`src/rtl/ipcs_pkg.sv`:
```
package ipcs_pkg;

  localparam int unsigned REG_W  = 32;
  localparam int unsigned SYNC_W = 16;

  localparam logic [11:0] OFS_SYNC = 12'h180;
  localparam logic [11:0] OFS_MEN  = 12'h208;
  localparam logic [11:0] OFS_MASK = 12'h210;
  localparam logic [11:0] OFS_FLAG = 12'h214;

  localparam logic [1:0] SZ_BYTE = 2'd0;
  localparam logic [1:0] SZ_HALF = 2'd1;

  typedef struct packed {
    logic sync;
    logic men;
    logic mask;
    logic flag;
  } reg_sel_t;

  function automatic logic [REG_W-1:0] lane_mask(input logic [1:0] sz);
    case (sz)
      SZ_BYTE: lane_mask = 32'h0000_00FF;
      SZ_HALF: lane_mask = 32'h0000_FFFF;
      default: lane_mask = 32'hFFFF_FFFF;
    endcase
  endfunction

endpackage

```
`src/rtl/ipcs_rst_sync.sv`:
```
module ipcs_rst_sync (
  input  logic clk,
  input  logic rst_n_i,
  output logic rst_n_o
);
  logic stage_q;

  always_ff @(posedge clk or negedge rst_n_i) begin
    if (!rst_n_i) begin
      stage_q <= 1'b0;
      rst_n_o <= 1'b0;
    end else begin
      stage_q <= 1'b1;
      rst_n_o <= stage_q;
    end
  end
endmodule

```
`src/rtl/ipcs_sync_pair.sv`:
```
module ipcs_sync_pair
  import ipcs_pkg::*;
#(
  parameter int unsigned NIB_W    = 4,
  parameter int unsigned OUT_LO   = 8,
  parameter int unsigned KICK_BIT = 13,
  parameter int unsigned RIE_BIT  = 14
) (
  input  logic                  clk,
  input  logic                  rst_n,
  input  logic [1:0]            wr_sync,
  input  logic [SYNC_W-1:0]     wdata [2],
  output logic [SYNC_W-1:0]     sync_rd [2],
  output logic [1:0]            kick
);

  logic [NIB_W-1:0] out_q [2];
  logic [NIB_W-1:0] out_d [2];
  logic             rie_q [2];
  logic             rie_d [2];

  for (genvar s = 0; s < 2; s++) begin : g_side
    localparam int unsigned R = 1 - s;

    always_comb begin
      out_d[s] = out_q[s];
      rie_d[s] = rie_q[s];
      if (wr_sync[s]) begin
        out_d[s] = wdata[s][OUT_LO +: NIB_W];
        rie_d[s] = wdata[s][RIE_BIT];
      end
    end

    always_ff @(posedge clk or negedge rst_n) begin
      if (!rst_n) begin
        out_q[s] <= '0;
        rie_q[s] <= 1'b0;
      end else if (wr_sync[s]) begin
        out_q[s] <= out_d[s];
        rie_q[s] <= rie_d[s];
      end
    end

    assign kick[R] = wr_sync[s] & wdata[s][KICK_BIT] & rie_q[R];

    always_comb begin
      sync_rd[s]                   = '0;
      sync_rd[s][NIB_W-1:0]        = out_q[R];
      sync_rd[s][OUT_LO +: NIB_W]  = out_q[s];
      sync_rd[s][RIE_BIT]          = rie_q[s];
    end

    AST_MIRROR_FAR: assert property (@(posedge clk) disable iff (!rst_n)
      wr_sync[s] |=> sync_rd[R][NIB_W-1:0] == $past(wdata[s][OUT_LO +: NIB_W]));
    AST_RIE_HOLD: assert property (@(posedge clk) disable iff (!rst_n)
      !wr_sync[s] |=> $stable(sync_rd[s][RIE_BIT]));
    AST_TRIGGER_READS_ZERO: assert property (@(posedge clk) disable iff (!rst_n)
      wr_sync[s] |=> !sync_rd[s][KICK_BIT]);
  end

endmodule

```
`src/rtl/ipcs_irq_ctrl.sv`:
```
module ipcs_irq_ctrl
  import ipcs_pkg::*;
#(
  parameter int unsigned SYNC_BIT = 16
) (
  input  logic             clk,
  input  logic             rst_n,
  input  reg_sel_t         sel,
  input  logic             wr_en,
  input  logic [1:0]       size,
  input  logic [REG_W-1:0] wdata,
  input  logic             set_sync,
  input  logic             cpu_irq_dis,
  output logic             men_q,
  output logic [REG_W-1:0] mask_q,
  output logic [REG_W-1:0] flag_q,
  output logic             irq_o
);

  logic             wr_men, wr_mask, wr_flag, upd_en;
  logic [REG_W-1:0] lanes;
  logic             men_d;
  logic [REG_W-1:0] mask_d, flag_d;

  assign wr_men  = wr_en & sel.men;
  assign wr_mask = wr_en & sel.mask;
  assign wr_flag = wr_en & sel.flag;
  assign lanes   = lane_mask(size);
  assign upd_en  = wr_men | wr_mask | wr_flag | set_sync;

  always_comb begin
    men_d  = men_q;
    mask_d = mask_q;
    flag_d = flag_q;
    if (wr_men)  men_d  = wdata[0];
    if (wr_mask) mask_d = (mask_q & ~lanes) | (wdata & lanes);
    if (wr_flag) flag_d = flag_q & ~(wdata & lanes);
    if (set_sync) flag_d[SYNC_BIT] = 1'b1;
  end

  always_ff @(posedge clk or negedge rst_n) begin
    if (!rst_n) begin
      men_q  <= 1'b0;
      mask_q <= '0;
      flag_q <= '0;
    end else if (upd_en) begin
      men_q  <= men_d;
      mask_q <= mask_d;
      flag_q <= flag_d;
    end
  end

  assign irq_o = men_q & ~cpu_irq_dis & (|(mask_q & flag_q));

  AST_MEN_FROM_BIT0: assert property (@(posedge clk) disable iff (!rst_n)
    wr_men |=> men_q == $past(wdata[0]));
  AST_SYNC_SETS_FLAG: assert property (@(posedge clk) disable iff (!rst_n)
    set_sync |=> flag_q[SYNC_BIT]);
  AST_ACK_CLEARS: assert property (@(posedge clk) disable iff (!rst_n)
    wr_flag && wdata[SYNC_BIT] && lanes[SYNC_BIT] && !set_sync |=> !flag_q[SYNC_BIT]);
  AST_FLAGS_IDLE_STABLE: assert property (@(posedge clk) disable iff (!rst_n)
    !wr_flag && !set_sync |=> $stable(flag_q));
  AST_FULL_ACK_DROPS_IRQ: assert property (@(posedge clk) disable iff (!rst_n)
    wr_flag && ((flag_q & ~(wdata & lanes)) == '0) && !set_sync |=> !irq_o);

endmodule

```
`src/rtl/ipcs_top.sv`:
```
module ipcs_top
  import ipcs_pkg::*;
#(
  parameter int unsigned ADDR_W   = 12,
  parameter int unsigned SYNC_BIT = 16
) (
  input  logic              clk,
  input  logic              rst_n,
  input  logic              a_wr_en,
  input  logic [ADDR_W-1:0] a_addr,
  input  logic [1:0]        a_size,
  input  logic [31:0]       a_wdata,
  output logic [31:0]       a_rdata,
  input  logic              a_cpu_irq_dis,
  output logic              a_irq,
  input  logic              b_wr_en,
  input  logic [ADDR_W-1:0] b_addr,
  input  logic [1:0]        b_size,
  input  logic [31:0]       b_wdata,
  output logic [31:0]       b_rdata,
  input  logic              b_cpu_irq_dis,
  output logic              b_irq
);

  logic rst_n_s;

  ipcs_rst_sync u_rst (
    .clk     (clk),
    .rst_n_i (rst_n),
    .rst_n_o (rst_n_s)
  );

  logic              wr_en_v  [2];
  logic [ADDR_W-1:0] addr_v   [2];
  logic [1:0]        size_v   [2];
  logic [REG_W-1:0]  wdata_v  [2];
  logic              dis_v    [2];
  logic [REG_W-1:0]  rdata_v  [2];
  logic              irq_v    [2];
  reg_sel_t          sel_v    [2];
  logic [1:0]        wr_sync;
  logic [SYNC_W-1:0] sync_wd  [2];
  logic [SYNC_W-1:0] sync_rd  [2];
  logic [1:0]        kick;
  logic              men_v    [2];
  logic [REG_W-1:0]  mask_v   [2];
  logic [REG_W-1:0]  flag_v   [2];

  assign wr_en_v[0] = a_wr_en;  assign wr_en_v[1] = b_wr_en;
  assign addr_v[0]  = a_addr;   assign addr_v[1]  = b_addr;
  assign size_v[0]  = a_size;   assign size_v[1]  = b_size;
  assign wdata_v[0] = a_wdata;  assign wdata_v[1] = b_wdata;
  assign dis_v[0]   = a_cpu_irq_dis;
  assign dis_v[1]   = b_cpu_irq_dis;
  assign a_rdata    = rdata_v[0];
  assign b_rdata    = rdata_v[1];
  assign a_irq      = irq_v[0];
  assign b_irq      = irq_v[1];

  for (genvar s = 0; s < 2; s++) begin : g_side
    assign sel_v[s].sync = addr_v[s] == ADDR_W'(OFS_SYNC);
    assign sel_v[s].men  = addr_v[s] == ADDR_W'(OFS_MEN);
    assign sel_v[s].mask = addr_v[s] == ADDR_W'(OFS_MASK);
    assign sel_v[s].flag = addr_v[s] == ADDR_W'(OFS_FLAG);

    assign wr_sync[s] = wr_en_v[s] & sel_v[s].sync & (size_v[s] != SZ_BYTE);
    assign sync_wd[s] = wdata_v[s][SYNC_W-1:0];

    ipcs_irq_ctrl #(.SYNC_BIT(SYNC_BIT)) u_ctrl (
      .clk         (clk),
      .rst_n       (rst_n_s),
      .sel         (sel_v[s]),
      .wr_en       (wr_en_v[s]),
      .size        (size_v[s]),
      .wdata       (wdata_v[s]),
      .set_sync    (kick[s]),
      .cpu_irq_dis (dis_v[s]),
      .men_q       (men_v[s]),
      .mask_q      (mask_v[s]),
      .flag_q      (flag_v[s]),
      .irq_o       (irq_v[s])
    );

    always_comb begin
      unique case (1'b1)
        sel_v[s].sync: rdata_v[s] = {{(REG_W-SYNC_W){1'b0}}, sync_rd[s]};
        sel_v[s].men:  rdata_v[s] = {{(REG_W-1){1'b0}}, men_v[s]};
        sel_v[s].mask: rdata_v[s] = mask_v[s];
        sel_v[s].flag: rdata_v[s] = flag_v[s];
        default:       rdata_v[s] = '0;
      endcase
    end

    AST_BYTE_SYNC_NO_FLAG: assert property (@(posedge clk) disable iff (!rst_n_s)
      wr_en_v[s] && sel_v[s].sync && size_v[s] == SZ_BYTE && !wr_en_v[1-s]
      |=> $stable(flag_v[1-s]));
  end

  ipcs_sync_pair u_pair (
    .clk     (clk),
    .rst_n   (rst_n_s),
    .wr_sync (wr_sync),
    .wdata   (sync_wd),
    .sync_rd (sync_rd),
    .kick    (kick)
  );

endmodule

```
`config.mk`:
```
export PLATFORM = sky130hd
export DESIGN_NAME = ipcs_top
export DESIGN_NICKNAME = d
export VERILOG_FILES = /design/src/rtl/ipcs_pkg.sv /design/src/rtl/ipcs_rst_sync.sv /design/src/rtl/ipcs_sync_pair.sv /design/src/rtl/ipcs_irq_ctrl.sv /design/src/rtl/ipcs_top.sv
export SDC_FILE = /design/constraint.sdc
export NUM_CORES = 1
export LEC_CHECK = 0
export CORE_MARGIN = 10
export CORE_UTILIZATION = 50
export CTS_BUF_LIST = sky130_fd_sc_hd__clkbuf_8 sky130_fd_sc_hd__clkbuf_16
export CTS_CLUSTER_SIZE = 30
export DETAILED_ROUTE_END_ITERATION = 8
export GPL_TIMING_DRIVEN = 0
export PLACE_DENSITY = 0.82
export SLEW_MARGIN = 20
export SYNTH_ARGS = -nofsm -noshare
export SYNTH_HDL_FRONTEND = slang
export SYNTH_SLANG_ARGS = --single-unit
```
`constraint.sdc`:
```
create_clock -name clk -period 12.6 [get_ports clk]
set_input_delay 1.26 -clock clk [delete_from_list [all_inputs] [get_ports clk]]
set_output_delay 1.26 -clock clk [all_outputs]
set_load 0.02 [all_outputs]
```
==> impl_metrics.py <==
metrics = {
    "sta": {
        "slew_headroom_pct": 42.5,
        "slew_violations": 0,
        "max_freq_mhz": 179,
        "worstMarginPinSlew_ns": 0.863,
        "fin_crit_sh_pct": 44.3,
        "setup_viol": 0,
        "fin_tns_setup_ns": 0,
        "rsz0062_at_grt": "no",
        "fin_worst_skew_ns": 0.00349,
        "min_period_ns": 5.59,
        "report.final.hold_viol_count": 0,
    },
    "die": {
        "die_h_microns": 135,
        "die_w_microns": 135,
        "dieArea_sq_um": 18200,
        "start_util_pct": 51.6,
        "io_pins": 164,
        "rows": 41,
        "fp.coreArea_sq_um": 12800,
    },
    "power_and_ir_drop": {
        "seqPwrFrac_pct": 44.0,
        "pwr_density_cell_nw_per_um2": 115,
        "p_leak_nw": 4.05,
        "p_sw_uw": 217,
        "intPower_uw": 830,
        "p_comb_share_pct": 5.7,
        "swShare_pct": 20.8,
        "vdd_drop_max_mv": 0.0898,
        "clkPwrFrac_pct": 50.4,
    },
    "hold_path": {
        "min_path_type": "reg -> async",
    },
    "finish": {
        "layout_common_cells": "163 x clkdlybuf4s50_1, 141 x dfrtp_1, 76 x mux2_2",
        "stdcell_area_sq_um": 9120,
        "multiInputGateArea_sq_um": 2930,
        "regArea_sq_um": 3560,
        "drive_gt1_share_pct": 18.3,
        "area_growth_syn_to_layout_pct": 38.3,
        "nFillCells": 863,
        "layout_commonest_cell": "clkdlybuf4s50_1",
        "antenna_cells": 0,
        "layout.nets": 807,
    },
    "drt": {
        "drc": 0,
        "num_vias": 5360,
        "viasPerCell": 6.00,
        "drt_iter0_drc": 469,
        "firstDrtPassIters": 7,
        "wl_per_cell_microns": 22.6,
        "drt_wl_total_mm": 20.2,
        "final_antenna_net_count": 0,
    },
    "clock_tree": {
        "hold_buffers": 0,
        "clkSlewWorstSetupHoldPaths_ns": 0.05,
        "cts_inserted_buffers": 17,
        "clk_latency_ns": 0.42,
        "cts_resized": 0,
        "clock_sinks": 142,
        "clockBufferDepth": 2,
        "cts_root_buf": "clkbuf_16",
        "cts_tree": "built",
        "cts.htree.levels": 4,
        "cts_setup_buffers": 0,
    },
    "logic_synthesis": {
        "synth_area_per_cell_sq_um": 12.6,
        "syn_area_sq_um": 6600,
        "synthFlopType": "dfrtp_1",
        "synth_seq_cells": 142,
        "synthArstFlopShare_pct": 100,
        "synth_fp_nets": 623,
        "syn_inst": 525,
        "ys_types": 47,
        "synth_edf_count": 0,
        "yosys_warnings": 0,
        "synth_seq_area_share_pct": 53.9,
    },
    "worst_setup_path": {
        "crit_arrival_ns": 4.33,
        "worst_setup_path_start_kind": "primary input",
        "crit_required_ns": 11.34,
        "critPathLaunch": "b_addr[3]",
        "path_max_fanout": 10,
        "endpoint_kind": "output port",
        "worstReg2RegStart": "u_rst.rst_n_o$_DFF_PN0_",
        "worstSetupPathType": "in -> out",
    },
    "global_route": {
        "grtUsageMet3_pct": 6.90,
        "grt-ovfl-total": 0,
        "antenna_found_initial": 0,
        "busiest_layer": "met2",
        "grt_usage_pct": 22.7,
        "use_met2_pct": 37.0,
        "grt_max_degree": 60,
        "grt_pass1_wl_mm": 32.3,
        "grt_pass1_vias": 5832,
        "grt_util_met1_pct": 27.8,
    },
    "placement": {
        "port_buffers": 163,
        "dp_hpwl_mm": 14.9,
        "postPlaceCellArea_sq_um": 8500,
        "place.gp.congestion": 0.847,
    },
    "run_status": {
        "status": "finished clean",
    },
    "flow_run": {
        "cap_violations": 0,
    },
}
[synthesized netlist by cell type (2+ instances only)]
cell	instances	share of area [%]
and3b_1	2	0.27
mux2_2	76	13
a22o_1	23	3.1
inv_1	2	0.11
nand2_1	14	0.80
nor4bb_1	2	0.30
nor4_1	2	0.19
and2_0	2	0.19
and2_1	2	0.19
nand4_1	13	1.2
nand4_2	2	0.38
and3_1	6	0.57
nor2_1	26	1.5
a22oi_1	41	4.7
nor2_2	2	0.19
clkbuf_1	12	0.68
buf_2	8	0.61
nand3_1	3	0.23
nor3b_1	5	0.57
dfrtp_1	142	54
o21ai_0	10	0.76
nor3_1	3	0.23
o2bb2ai_1	8	1.1
mux2i_1	32	4.9
a21boi_0	61	6.9
buf_1	4	0.23
and4_1	2	0.27
[critical path: stages]
cell and delay (ns):
clkdlybuf4s50_1 0.51, nor4_2 0.58, nor4b_4 0.57, clkbuf_1 0.52
a22o_1 0.27, clkdlybuf4s50_1 0.62
[cells by family (layout without fill, tap and decap cells)]
group | Yosys count | count (layout) | share of synthesized area, %
multiplexers | 108 | 108 | 17.8
other | 1 | 1 | 0.0568
flip-flops | 142 | 142 | 53.9
AND/OR/NAND/NOR | 98 | 98 | 9.28
buffers and inverters | 27 | 224 | 1.75
AO/OA/AOI/OAI | 149 | 149 | 17.2
[power by group through the flow]
stage / sequential [mW] / clock (mW) / combinational (mW)
6_report: 0.461 / 0.527 / 0.0592
5_1_grt: 0.461 / 0.557 / 0.0633
4_1_cts: 0.461 / 0.534 / 0.0592
3_5_place_dp: 0.469 / 0 / 0.0585
3_3_place_gp: 0.474 / 0 / 0.0492
2_1_floorplan: 0.472 / 0 / 0.0102
[final cells by class]
type	count	share of cell area (%)
flip-flops and latches	142	39.0
multi-input cells	356	32.1
clock buffers	19	4.96
plain buffers	25	1.18
repair buffers	165	18.4
inverters	2	0.0823
well taps	172	2.36
clock inverters	13	1.88
[stage by stage]
stage | setup WS (ns) | hold slack, ns | power (mW) | cells | util, %
finish | 7.01 | 0.312 | 1.05 | 894 | 71.4
global route | 6.91 | 0.356 | 1.08 | 894 | 71.4
CTS | 7.10 | 0.335 | 1.05 | 894 | 71.4
detailed placement | 7.13 | 0.325 | 0.527 | 862 | 66.5
global placement | 7.12 | 0.339 | 0.524 | 860 | 66.1
floorplan | 8.35 | 0.331 | 0.483 | 525 | -
[routing by layer]
layer | vias up | routed length (microns)
met4 | 0 | 380
met1 | 2680 | 8190
met5 | - | 0
met3 | 39 | 1760
met2 | 270 | 9850
li1 | 2371 | -
[worst paths after layout]
path / slack (ns) / to / cells after the start
worst min register to register: 0.31 / g_side[0].u_ctrl.men_q$_DFFE_PN0P_ / 0
worst max-delay path: 7.01 / b_rdata[27] / 6
max in group asynchronous: 11.47 / u_rst.rst_n_o$_DFF_PN0_ / 1
min in group clk: 0.35 / u_rst.rst_n_o$_DFF_PN0_ / 0
worst min-delay path: 0.31 / g_side[0].u_ctrl.men_q$_DFFE_PN0P_ / 0
worst max register to register: 11.62 / g_side[0].u_ctrl.mask_q[6]$_DFFE_PN0P_ / 1
Note: power is estimated with default switching activity, not from simulation.
